--- src/rtl/rpmc_pkg.sv ---
package rpmc_pkg;

    localparam int ADDR_W     = 12;
    localparam int DATA_W     = 32;
    localparam int RID_W      = 16;
    localparam int FIFO_DEPTH = 8;

    localparam logic [ADDR_W-1:0] OFS_INTDEC = 12'hE10;
    localparam logic [ADDR_W-1:0] OFS_CSR    = 12'hE20;
    localparam logic [ADDR_W-1:0] OFS_ERRWIN = 12'hE2C;
    localparam logic [ADDR_W-1:0] OFS_PMEWIN = 12'hE30;

    // decode register bit positions
    localparam int BIT_COR      = 9;
    localparam int BIT_NONFATAL = 10;
    localparam int BIT_FATAL    = 11;
    localparam int BIT_PME      = 17;

    // control/status bit positions
    localparam int BIT_ERR_NE   = 16;
    localparam int BIT_ERR_OVF  = 17;
    localparam int BIT_PME_NE   = 18;
    localparam int BIT_PME_OVF  = 19;

    // window valid flags
    localparam int BIT_ERR_VLD  = 18;
    localparam int BIT_PME_VLD  = 31;

    // index of each flag inside the internal sticky vector
    localparam int FLG_COR = 0, FLG_NONFATAL = 1, FLG_FATAL = 2, FLG_PME = 3;
    localparam int NFLAGS  = 4;
    localparam int OVF_ERR = 0, OVF_PME = 1;

    typedef enum logic [1:0] {
        SEV_COR      = 2'd0,
        SEV_NONFATAL = 2'd1,
        SEV_FATAL    = 2'd2
    } sev_e;

    typedef struct packed {
        sev_e             sev;
        logic [RID_W-1:0] rid;
    } err_entry_t;

    typedef struct packed {
        logic [RID_W-1:0] rid;
    } pme_entry_t;

    localparam int ERR_W = $bits(err_entry_t);
    localparam int PME_W = $bits(pme_entry_t);

    function automatic sev_e sev_norm(input logic [1:0] raw);
        return (raw == 2'd3) ? SEV_FATAL : sev_e'(raw);
    endfunction

    function automatic logic [DATA_W-1:0] err_window(input logic vld, input err_entry_t e);
        logic [DATA_W-1:0] w;
        w = '0;
        if (vld) begin
            w[ERR_W-1:0]  = e;
            w[BIT_ERR_VLD] = 1'b1;
        end
        return w;
    endfunction

    function automatic logic [DATA_W-1:0] pme_window(input logic vld, input pme_entry_t e);
        logic [DATA_W-1:0] w;
        w = '0;
        if (vld) begin
            w[PME_W-1:0]   = e;
            w[BIT_PME_VLD] = 1'b1;
        end
        return w;
    endfunction

endpackage

--- src/rtl/rpmc_fifo.sv ---
module rpmc_fifo #(
    parameter int W     = 16,
    parameter int DEPTH = 8
) (
    input  logic         clk,
    input  logic         rst,
    input  logic         push,
    input  logic         pop,
    input  logic [W-1:0] din,
    output logic [W-1:0] head,
    output logic         empty,
    output logic         full,
    output logic         drop
);
    localparam int AW = (DEPTH > 1) ? $clog2(DEPTH) : 1;
    localparam int CW = $clog2(DEPTH + 1);
    localparam logic [AW-1:0] LAST = AW'(DEPTH - 1);

    logic [W-1:0]  mem [DEPTH];
    logic [AW-1:0] wr_ptr, rd_ptr;
    logic [CW-1:0] count;
    logic          do_push, do_pop;

    assign empty   = (count == '0);
    assign full    = (count == CW'(DEPTH));
    assign do_pop  = pop && !empty;
    assign do_push = push && (!full || do_pop);
    assign drop    = push && !do_push;
    assign head    = mem[rd_ptr];

    always_ff @(posedge clk) begin
        if (rst) begin
            wr_ptr <= '0;
            rd_ptr <= '0;
            count  <= '0;
        end else begin
            if (do_push) begin
                wr_ptr <= (wr_ptr == LAST) ? '0 : wr_ptr + 1'b1;
            end
            if (do_pop) begin
                rd_ptr <= (rd_ptr == LAST) ? '0 : rd_ptr + 1'b1;
            end
            case ({do_push, do_pop})
                2'b10:   count <= count + 1'b1;
                2'b01:   count <= count - 1'b1;
                default: count <= count;
            endcase
        end
    end

    always_ff @(posedge clk) begin
        if (do_push) begin
            mem[wr_ptr] <= din;
        end
    end

    a_r11_count_bound: assert property (@(posedge clk) disable iff (rst)
        count <= CW'(DEPTH));

    a_r11_full_drop: assert property (@(posedge clk) disable iff (rst)
        (push && full && !pop) |=> full);

    a_r10_empty_pop: assert property (@(posedge clk) disable iff (rst)
        (pop && empty && !push) |=> empty);

    a_r12_push_pop_keep: assert property (@(posedge clk) disable iff (rst)
        (push && pop && !empty) |=> $stable(count));

endmodule

--- src/rtl/rpmc_w1c.sv ---
module rpmc_w1c #(
    parameter int N = 4
) (
    input  logic         clk,
    input  logic         rst,
    input  logic [N-1:0] set,
    input  logic [N-1:0] clr,
    output logic [N-1:0] q
);
    always_ff @(posedge clk) begin
        if (rst) begin
            q <= '0;
        end else begin
            q <= (q & ~clr) | set;
        end
    end

    for (genvar i = 0; i < N; i++) begin : g_chk
        a_r4_set_wins: assert property (@(posedge clk) disable iff (rst)
            set[i] |=> q[i]);
        a_r4_clr_only: assert property (@(posedge clk) disable iff (rst)
            (clr[i] && !set[i]) |=> !q[i]);
    end

endmodule

--- src/rtl/rpmc_top.sv ---
module rpmc_top
    import rpmc_pkg::*;
#(
    parameter int DEPTH = FIFO_DEPTH
) (
    input  logic              clk,
    input  logic              rst,
    input  logic              err_valid,
    input  logic [RID_W-1:0]  err_rid,
    input  logic [1:0]        err_sev,
    input  logic              pme_valid,
    input  logic [RID_W-1:0]  pme_rid,
    input  logic [ADDR_W-1:0] reg_addr,
    input  logic              reg_wr,
    input  logic [DATA_W-1:0] reg_wdata,
    output logic [DATA_W-1:0] reg_rdata,
    output logic              irq
);
    err_entry_t         err_in, err_head;
    pme_entry_t         pme_in, pme_head;
    logic               err_empty, err_full, err_drop, err_pop;
    logic               pme_empty, pme_full, pme_drop, pme_pop;
    logic [NFLAGS-1:0]  flag_set, flag_clr, flag_q;
    logic [1:0]         ovf_set, ovf_clr, ovf_q;
    logic               wr_intdec, wr_csr;
    logic [DATA_W-1:0]  rd_intdec, rd_csr;

    assign err_in.sev = sev_norm(err_sev);
    assign err_in.rid = err_rid;
    assign pme_in.rid = pme_rid;

    assign err_pop   = reg_wr && (reg_addr == OFS_ERRWIN);
    assign pme_pop   = reg_wr && (reg_addr == OFS_PMEWIN);
    assign wr_intdec = reg_wr && (reg_addr == OFS_INTDEC);
    assign wr_csr    = reg_wr && (reg_addr == OFS_CSR);

    rpmc_fifo #(.W(ERR_W), .DEPTH(DEPTH)) u_err_fifo (
        .clk   (clk),
        .rst   (rst),
        .push  (err_valid),
        .pop   (err_pop),
        .din   (err_in),
        .head  (err_head),
        .empty (err_empty),
        .full  (err_full),
        .drop  (err_drop)
    );

    rpmc_fifo #(.W(PME_W), .DEPTH(DEPTH)) u_pme_fifo (
        .clk   (clk),
        .rst   (rst),
        .push  (pme_valid),
        .pop   (pme_pop),
        .din   (pme_in),
        .head  (pme_head),
        .empty (pme_empty),
        .full  (pme_full),
        .drop  (pme_drop)
    );

    always_comb begin
        flag_set               = '0;
        flag_set[FLG_COR]      = err_valid && (err_in.sev == SEV_COR);
        flag_set[FLG_NONFATAL] = err_valid && (err_in.sev == SEV_NONFATAL);
        flag_set[FLG_FATAL]    = err_valid && (err_in.sev == SEV_FATAL);
        flag_set[FLG_PME]      = pme_valid;

        flag_clr               = '0;
        flag_clr[FLG_COR]      = wr_intdec && reg_wdata[BIT_COR];
        flag_clr[FLG_NONFATAL] = wr_intdec && reg_wdata[BIT_NONFATAL];
        flag_clr[FLG_FATAL]    = wr_intdec && reg_wdata[BIT_FATAL];
        flag_clr[FLG_PME]      = wr_intdec && reg_wdata[BIT_PME];

        ovf_set                = '0;
        ovf_set[OVF_ERR]       = err_drop;
        ovf_set[OVF_PME]       = pme_drop;
        ovf_clr                = '0;
        ovf_clr[OVF_ERR]       = wr_csr && reg_wdata[BIT_ERR_OVF];
        ovf_clr[OVF_PME]       = wr_csr && reg_wdata[BIT_PME_OVF];
    end

    rpmc_w1c #(.N(NFLAGS)) u_flags (
        .clk (clk),
        .rst (rst),
        .set (flag_set),
        .clr (flag_clr),
        .q   (flag_q)
    );

    rpmc_w1c #(.N(2)) u_ovf (
        .clk (clk),
        .rst (rst),
        .set (ovf_set),
        .clr (ovf_clr),
        .q   (ovf_q)
    );

    always_comb begin
        rd_intdec               = '0;
        rd_intdec[BIT_COR]      = flag_q[FLG_COR];
        rd_intdec[BIT_NONFATAL] = flag_q[FLG_NONFATAL];
        rd_intdec[BIT_FATAL]    = flag_q[FLG_FATAL];
        rd_intdec[BIT_PME]      = flag_q[FLG_PME];

        rd_csr                  = '0;
        rd_csr[BIT_ERR_NE]      = !err_empty;
        rd_csr[BIT_ERR_OVF]     = ovf_q[OVF_ERR];
        rd_csr[BIT_PME_NE]      = !pme_empty;
        rd_csr[BIT_PME_OVF]     = ovf_q[OVF_PME];
    end

    always_comb begin
        unique case (reg_addr)
            OFS_INTDEC: reg_rdata = rd_intdec;
            OFS_CSR:    reg_rdata = rd_csr;
            OFS_ERRWIN: reg_rdata = err_window(!err_empty, err_head);
            OFS_PMEWIN: reg_rdata = pme_window(!pme_empty, pme_head);
            default:    reg_rdata = '0;
        endcase
    end

    assign irq = |flag_q;

    logic wdata_unused;
    assign wdata_unused = ^reg_wdata;

    a_r2_fatal_flag: assert property (@(posedge clk) disable iff (rst)
        (err_valid && (err_sev[1] == 1'b1)) |=> rd_intdec[BIT_FATAL]);

    a_r3_pme_flag: assert property (@(posedge clk) disable iff (rst)
        pme_valid |=> irq);

    a_r11_err_ovf: assert property (@(posedge clk) disable iff (rst)
        (err_valid && err_full && !err_pop) |=> ovf_q[OVF_ERR]);

    a_r11_pme_ovf: assert property (@(posedge clk) disable iff (rst)
        (pme_valid && pme_full && !pme_pop) |=> ovf_q[OVF_PME]);

    a_r12_full_swap_no_ovf: assert property (@(posedge clk) disable iff (rst)
        (err_valid && err_full && err_pop && !ovf_q[OVF_ERR]) |=> !ovf_q[OVF_ERR]);

    a_r13_unmapped_no_pop: assert property (@(posedge clk) disable iff (rst)
        (reg_wr && reg_addr != OFS_ERRWIN && !err_valid) |=> $stable(err_empty));

endmodule

--- config.mk ---
export PLATFORM = sky130hd
export DESIGN_NAME = rpmc_top
export DESIGN_NICKNAME = d
export VERILOG_FILES = /design/src/rtl/rpmc_pkg.sv /design/src/rtl/rpmc_fifo.sv /design/src/rtl/rpmc_w1c.sv /design/src/rtl/rpmc_top.sv
export SDC_FILE = /design/constraint.sdc
export NUM_CORES = 1
export LEC_CHECK = 0
export BUFFER_PORTS_ARGS = -buffer_cell sky130_fd_sc_hd__buf_4
export CAP_MARGIN = 30
export CORE_MARGIN = 2
export CORE_UTILIZATION = 40
export CTS_CLUSTER_SIZE = 20
export DETAILED_ROUTE_END_ITERATION = 10
export SLEW_MARGIN = 20
export SYNTH_ARGS = -nofsm -noshare
export SYNTH_HDL_FRONTEND = slang
export SYNTH_SLANG_ARGS = --single-unit
--- constraint.sdc ---
create_clock -name clk -period 4.7 [get_ports clk]
set_clock_uncertainty 0.15 [all_clocks]
set_input_delay 0.235 -clock clk [delete_from_list [all_inputs] [get_ports clk]]
set_output_delay 0.235 -clock clk [all_outputs]
set_load 0.03 [all_outputs]
==> flow_summary.ini, run 1 <==
[run_status]
status = finished, final reports clean

[power]
power_uw = 5770
leakagePower_uw = 0.00491
p_per_area_mw_per_mm2 = 388
vdd_drop_max_mv = 0.286

[routing]
wl_mm = 25.7
post-route-drc-count = 0
ant_nets = 0
wl_per_cell_um = 21.3
drt-vias-per-instance = 5.34
num_vias = 6452
dr.first_iter.drc_count = 328
dr.pass1.iters = 4

[setup_path]
crit_chain = nor4_1 > or4_1 > inv_6 > a31o_4 > inv_4 > ha_1 > xor2_1 > ha_1 > a21oi_1 > xor2_1 > or3_1 > a21oi_1
critPathRequiredTime_ns = 4.97
crit_fanout = 19
start_kind = flop
crit_path_end_kind = flop
cp.arrival_ns = 3.82
path_buf_inv = 2
crit_family = simple AND/OR/NAND/NOR gates
path_class = reg2reg
critPathMaxStageDelay_ns = 0.89
slowest_stage = or4_1

[cts]
clockBufferDepth = 3
root_buffer = clkbuf_16
cts_made_buffers = 34
htree_num_levels = 2
clock_sinks = 304
ctsResizeCount = 0
cts_tree = done
clock_latency_ns = 0.49
clk_pin_slew_worst_paths_ns = 0.06

[synth]
ys_async_sr_fraction_pct = 0
dominantRegCellSynth = edfxtp_1
ys_ff_latch = 304
synth_cells = 646
netlist_top_cells_count = 272 x edfxtp_1, 68 x mux4_2, 37 x mux2i_1
ys_seq_area_share_pct = 72.1
yosys.area.top_type = edfxtp_1
synthTopCellsByArea = edfxtp_1 67%, mux4_2 13%, dfxtp_1 5.2%, mux2i_1 3.0%, ha_1 1.4%
ys_types = 51
avgSynthCellArea_um2 = 18.9
yosysWarnings = 0
synth_edf_count = 272
syn_area_mm2 = 0.0122
synth_top_area_share_pct = 66.9
yosysMostFrequentCell = edfxtp_1

[hold_path]
min_path_type = in2reg

[flow_run]
cap_violations = 0

[grt]
grt_pass1_vias = 6688
grt_max_degree = 29
grt_usage_pct = 16.4
grt_pass1_wl_mm = 38.8
grt_overflow = 0
antenna_found_initial = 1

[sta]
period_needed_ns = 3.54
max-slew-margin-rel_pct = 40.1
worstMarginPinSlew_ns = 0.898
finalSetupTns_ns = 0
rsz0062_at_grt = no
fmax_mhz = 282
maxSlewViolCount = 0
whs_ns = 0.166
fin_crit_sh_pct = 75.4
setup_viol = 0
finalHoldViolations = 0

[finish]
drive_gt1_share_pct = 29.7
stdcell_count = 1208
nets = 893
fillers = 2454
fin_area_mm2 = 0.0149
area_delta_synth_final_pct = 21.8

[floorplan]
die_x_um = 179
core-area_mm2 = 0.0299
die_area_mm2 = 0.0320
die_y_um = 179
start_util_pct = 40.9
ioPinCount = 116
row_count = 63

[placement]
dp_cells = 1105
dpl.hpwl_mm = 16.4
place_congestion = 0.773
place_area_mm2 = 0.0134
place.port_buffers = 77
[tightest hold or removal path, stage by stage]
cell and delay [ns]:
buf_4 0.09, nor2b_1 0.06, nand4_1 0.14, o21ai_0 0.11
a21oi_1 0.13
[where the power goes]
group	total, uW	internal, uW	switching (uW)	leakage (uW)
clock network	2460	1480	973	0.000507
logic	273	120	153	0.00167
registers	3040	3010	28.7	0.00273
total	5770	4620	1150	0.00491
[cell families after synthesis]
group	count (synthesis)	share of synthesized area [%]
adder cells (fa/ha/maj)	14	1.43
flip-flops	304	72.1
AO/OA/AOI/OAI	62	3.05
buffers and inverters	51	2.07
XOR/XNOR	6	0.430
multiplexers	113	16.3
AND/OR/NAND/NOR	95	4.59
other	1	0.0307
[stage by stage]
step           util, %  setup WS, ns
2_1_floorplan        -         0.702
3_3_place_gp      44.8         0.981
3_5_place_dp      44.8         0.883
4_1_cts           49.8          1.14
5_1_grt           49.8         0.859
6_report          49.8          1.16
[cells in the final DEF, fill, tap and decap left out, types with 9 or more instances in the layout]
| cell | n |
|---|---|
| edfxtp_1 | 272 |
| buf_4 | 99 |
| mux4_2 | 68 |
| dlygate4sd3_1 | 45 |
| mux2i_1 | 37 |
| clkbuf_16 | 35 |
| dfxtp_1 | 30 |
| o21ai_0 | 21 |
| nand2_1 | 16 |
| a21oi_1 | 16 |
| o22ai_1 | 14 |
| ha_1 | 14 |
| nor2_1 | 11 |
| nor2b_1 | 11 |
| conb_1 | 11 |
| nor3_2 | 9 |
[area by class of cell]
cell class                      instances  area [um2]  area share, %
Sequential cell                       304        8810           59.2
Multi-Input combinational cell        301        3290           22.1
Timing Repair Buffer                  145        1210           8.16
Clock buffer                           44         920           6.18
Tap cell                              390         488           3.28
Clock inverter                         13         116          0.782
Inverter                               10        45.0          0.303
Antenna cell                            1        2.50         0.0168
[worst paths after layout]
kind | slack, ns | end | cells after the start | from
max | 1.16 | u_pme_fifo.count[2] | 12 | u_pme_fifo.count[1]
min | 0.17 | u_ovf.q[0] | 5 | reg_addr[4]
max reg2reg | 1.16 | u_pme_fifo.count[2] | 12 | u_pme_fifo.count[1]
min reg2reg | 0.35 | u_ovf.q[0] | 2 | u_ovf.q[0]
[repair_timing]
action / CTS / global route
buffers inserted: 0 / 0
hold buffers: 45 / 0
endpoints found under the hold margin: 285 / 0
[layer usage]
layer  track usage [%]  share of wire [%]
met1              20.8                 42
met2              29.1                 51
met3              2.99                4.9
met4              4.44                2.1
met5                 0                  0
[registers in the layout, summed over array words and instances, names as in the netlist, named ones only]
| signal | flops |
|---|---|
| u_err_fifo.rd_ptr | 3 |
| u_pme_fifo.mem | 128 |
| u_flags.q | 4 |
| u_pme_fifo.rd_ptr | 3 |
| u_pme_fifo.wr_ptr | 3 |
| u_pme_fifo.count | 4 |
| u_ovf.q | 2 |
| u_err_fifo.count | 4 |
| u_err_fifo.mem | 144 |
| u_err_fifo.wr_ptr | 3 |
(Power assumes the default switching activity.)
==> run 2, diff against run 1 <==
==> constraint.sdc (replaced) <==
create_clock -name clk -period 3.1 [get_ports clk]
set_clock_uncertainty 0.15 [all_clocks]
set_input_delay 0.155 -clock clk [delete_from_list [all_inputs] [get_ports clk]]
set_output_delay 0.155 -clock clk [all_outputs]
set_load 0.03 [all_outputs]
==> flow_summary.ini, run 2 (synthesized netlist as in run 1, its figures left out) <==
[finish]
largest_reg_flops = 144
area_delta_synth_final_pct = 25.0
drive_gt1_share_pct = 31.0
final_common_cell = edfxtp_1
fin_area_mm2 = 0.0153
stdcell_count = 1232
final_cell_mix = 272 x edfxtp_1, 102 x buf_4, 68 x mux4_2, 49 x dlygate4sd3_1, 37 x mux2i_1
largestRegisters = u_err_fifo.mem x144, u_pme_fifo.mem x128
nets = 915
top_register = u_err_fifo.mem

[sta]
worstMarginPinSlew_ns = 0.695
max-slew-margin-rel_pct = 53.3
rsz0062_at_grt = no
maxSlewViolCount = 0
period_needed_ns = 2.96
fin_crit_sh_pct = 95.4
fmax_mhz = 338
whs_ns = 0.160
finalHoldViolations = 0
setup_viol = 0

[power]
p_switching_uw = 1770
seqPwrFrac_pct = 52.5
vdd_drop_max_mv = 0.340
pwr-share-comb_pct = 5.2
clock_power_share_pct = 42.3
switching_share_pct = 20.2
p_per_area_mw_per_mm2 = 575
power_uw = 8770
leakagePower_uw = 0.00506
p_int_uw = 7000

[routing]
wl_met3_mm = 1.14
wl_per_cell_um = 21.4
dr.pass1.iters = 5
wl_mm = 26.4
ant_nets = 0
met2_length_mm = 13.6
num_vias = 6601
post-route-drc-count = 0
m1WireLength_mm = 10.9
highest-signal-layer = met4
dr.first_iter.drc_count = 397
drt-vias-per-instance = 5.36

[cts]
htree_num_levels = 2
clk_pin_slew_worst_paths_ns = 0.06
post_cts_buffers = 0
clock_latency_ns = 0.49
clockBufferDepth = 3
cts_made_buffers = 34
root_buffer = clkbuf_16
cts_tree = done
clock_sinks = 304

[placement]
place_area_mm2 = 0.0137
dpl.hpwl_mm = 16.5
place.port_buffers = 77
dp_cells = 1123
place_congestion = 0.808

[floorplan]
die_y_um = 179
die_area_mm2 = 0.0320
ioPinCount = 116
start_util_pct = 40.9
die_x_um = 179
core-area_mm2 = 0.0299
row_count = 63

[setup_path]
crit_chain = nor4_1 > or4_1 > inv_6 > a31o_4 > inv_4 > ha_2 > xor2_1 > ha_1 > a21oi_1 > xor2_1 > or3_1 > a21oi_1
critPathRequiredTime_ns = 3.37
crit_path_end_kind = flop
slowest_stage = or4_1
cp.arrival_ns = 3.22
crit_fanout = 6
start_kind = flop
critPathMaxStageDelay_ns = 0.63
path_class = reg2reg

[grt]
grt_overflow = 0
grt_pass1_vias = 6917
grt_max_degree = 29
grt_pass1_wl_mm = 40.2
antenna_found_initial = 2
grt_usage_pct = 17.0

[hold_path]
min_path_type = in2reg

[run_status]
status = finished, final reports clean

[flow_run]
cap_violations = 0
-- run 2: metrics by stage --
step	setup slack [ns]	TNS [ns]	util [%]
final	0.142	0	51.1
after global routing	0.0130	0	51.1
after detailed placement	-0.0922	-0.0922	46.0
after global placement	0.0451	0	46.0
after floorplan	-0.818	-61.64	-
after CTS	0.0967	0	51.1
-- run 2: power by group through the flow --
stage                     Clock [uW]  Sequential [uW]  Combinational (uW)
final                           3710             4610                 453
after detailed placement           0             4690                 406
after global placement             0             4690                 389
after floorplan                    0             4680                 206
after CTS                       3810             4610                 456
after global routing            3980             4610                 489
-- run 2: area by class of cell --
type / instances / area, um2
fill: 2423 / 14600
sequential: 304 / 8810
multi-input combinational: 301 / 3310
timing repair buffer: 167 / 1580
clock buffer: 43 / 906
tap: 390 / 488
clock inverter: 15 / 126
inverter: 10 / 45.0
antenna: 2 / 5.00
-- run 2: worst max-delay path, delay by kind of cell (launching register included) --
family / cells / cell delay [ns]
buffers and inverters: 2 / 0.12
AOI/OAI and AO/OA: 3 / 0.49
adders and majority gates: 2 / 0.36
xor gates and xnor gates: 2 / 0.25
DFF: 1 / 0.44
and+or+nand+nor: 3 / 1.07
-- run 2: final timing paths --
| kind | from | end | slack [ns] | cells past startpoint |
|---|---|---|---|---|
| max | u_pme_fifo.count[0] | u_pme_fifo.count[2] | 0.14 | 12 |
| min | reg_addr[4] | flop | 0.16 | 5 |
| max reg2reg | u_pme_fifo.count[0] | u_pme_fifo.count[2] | 0.14 | 12 |
| min reg2reg | u_err_fifo.rd_ptr[1] | flop | 0.36 | 2 |
-- run 2: metal layers --
layer  global-route usage, %  vias to the layer above
li1                        -                     2987
met1                    21.8                     3389
met2                    29.4                      174
met3                    2.69                       51
met4                    5.86                        0
met5                       0                        -
-- run 2: timing repair --
item / in CTS / in global routing
gates resized for setup: 0 / 2
endpoints found under the setup margin: 0 / 1
hold buffers: 49 / 0
hold endpoints to repair: 298 / 0
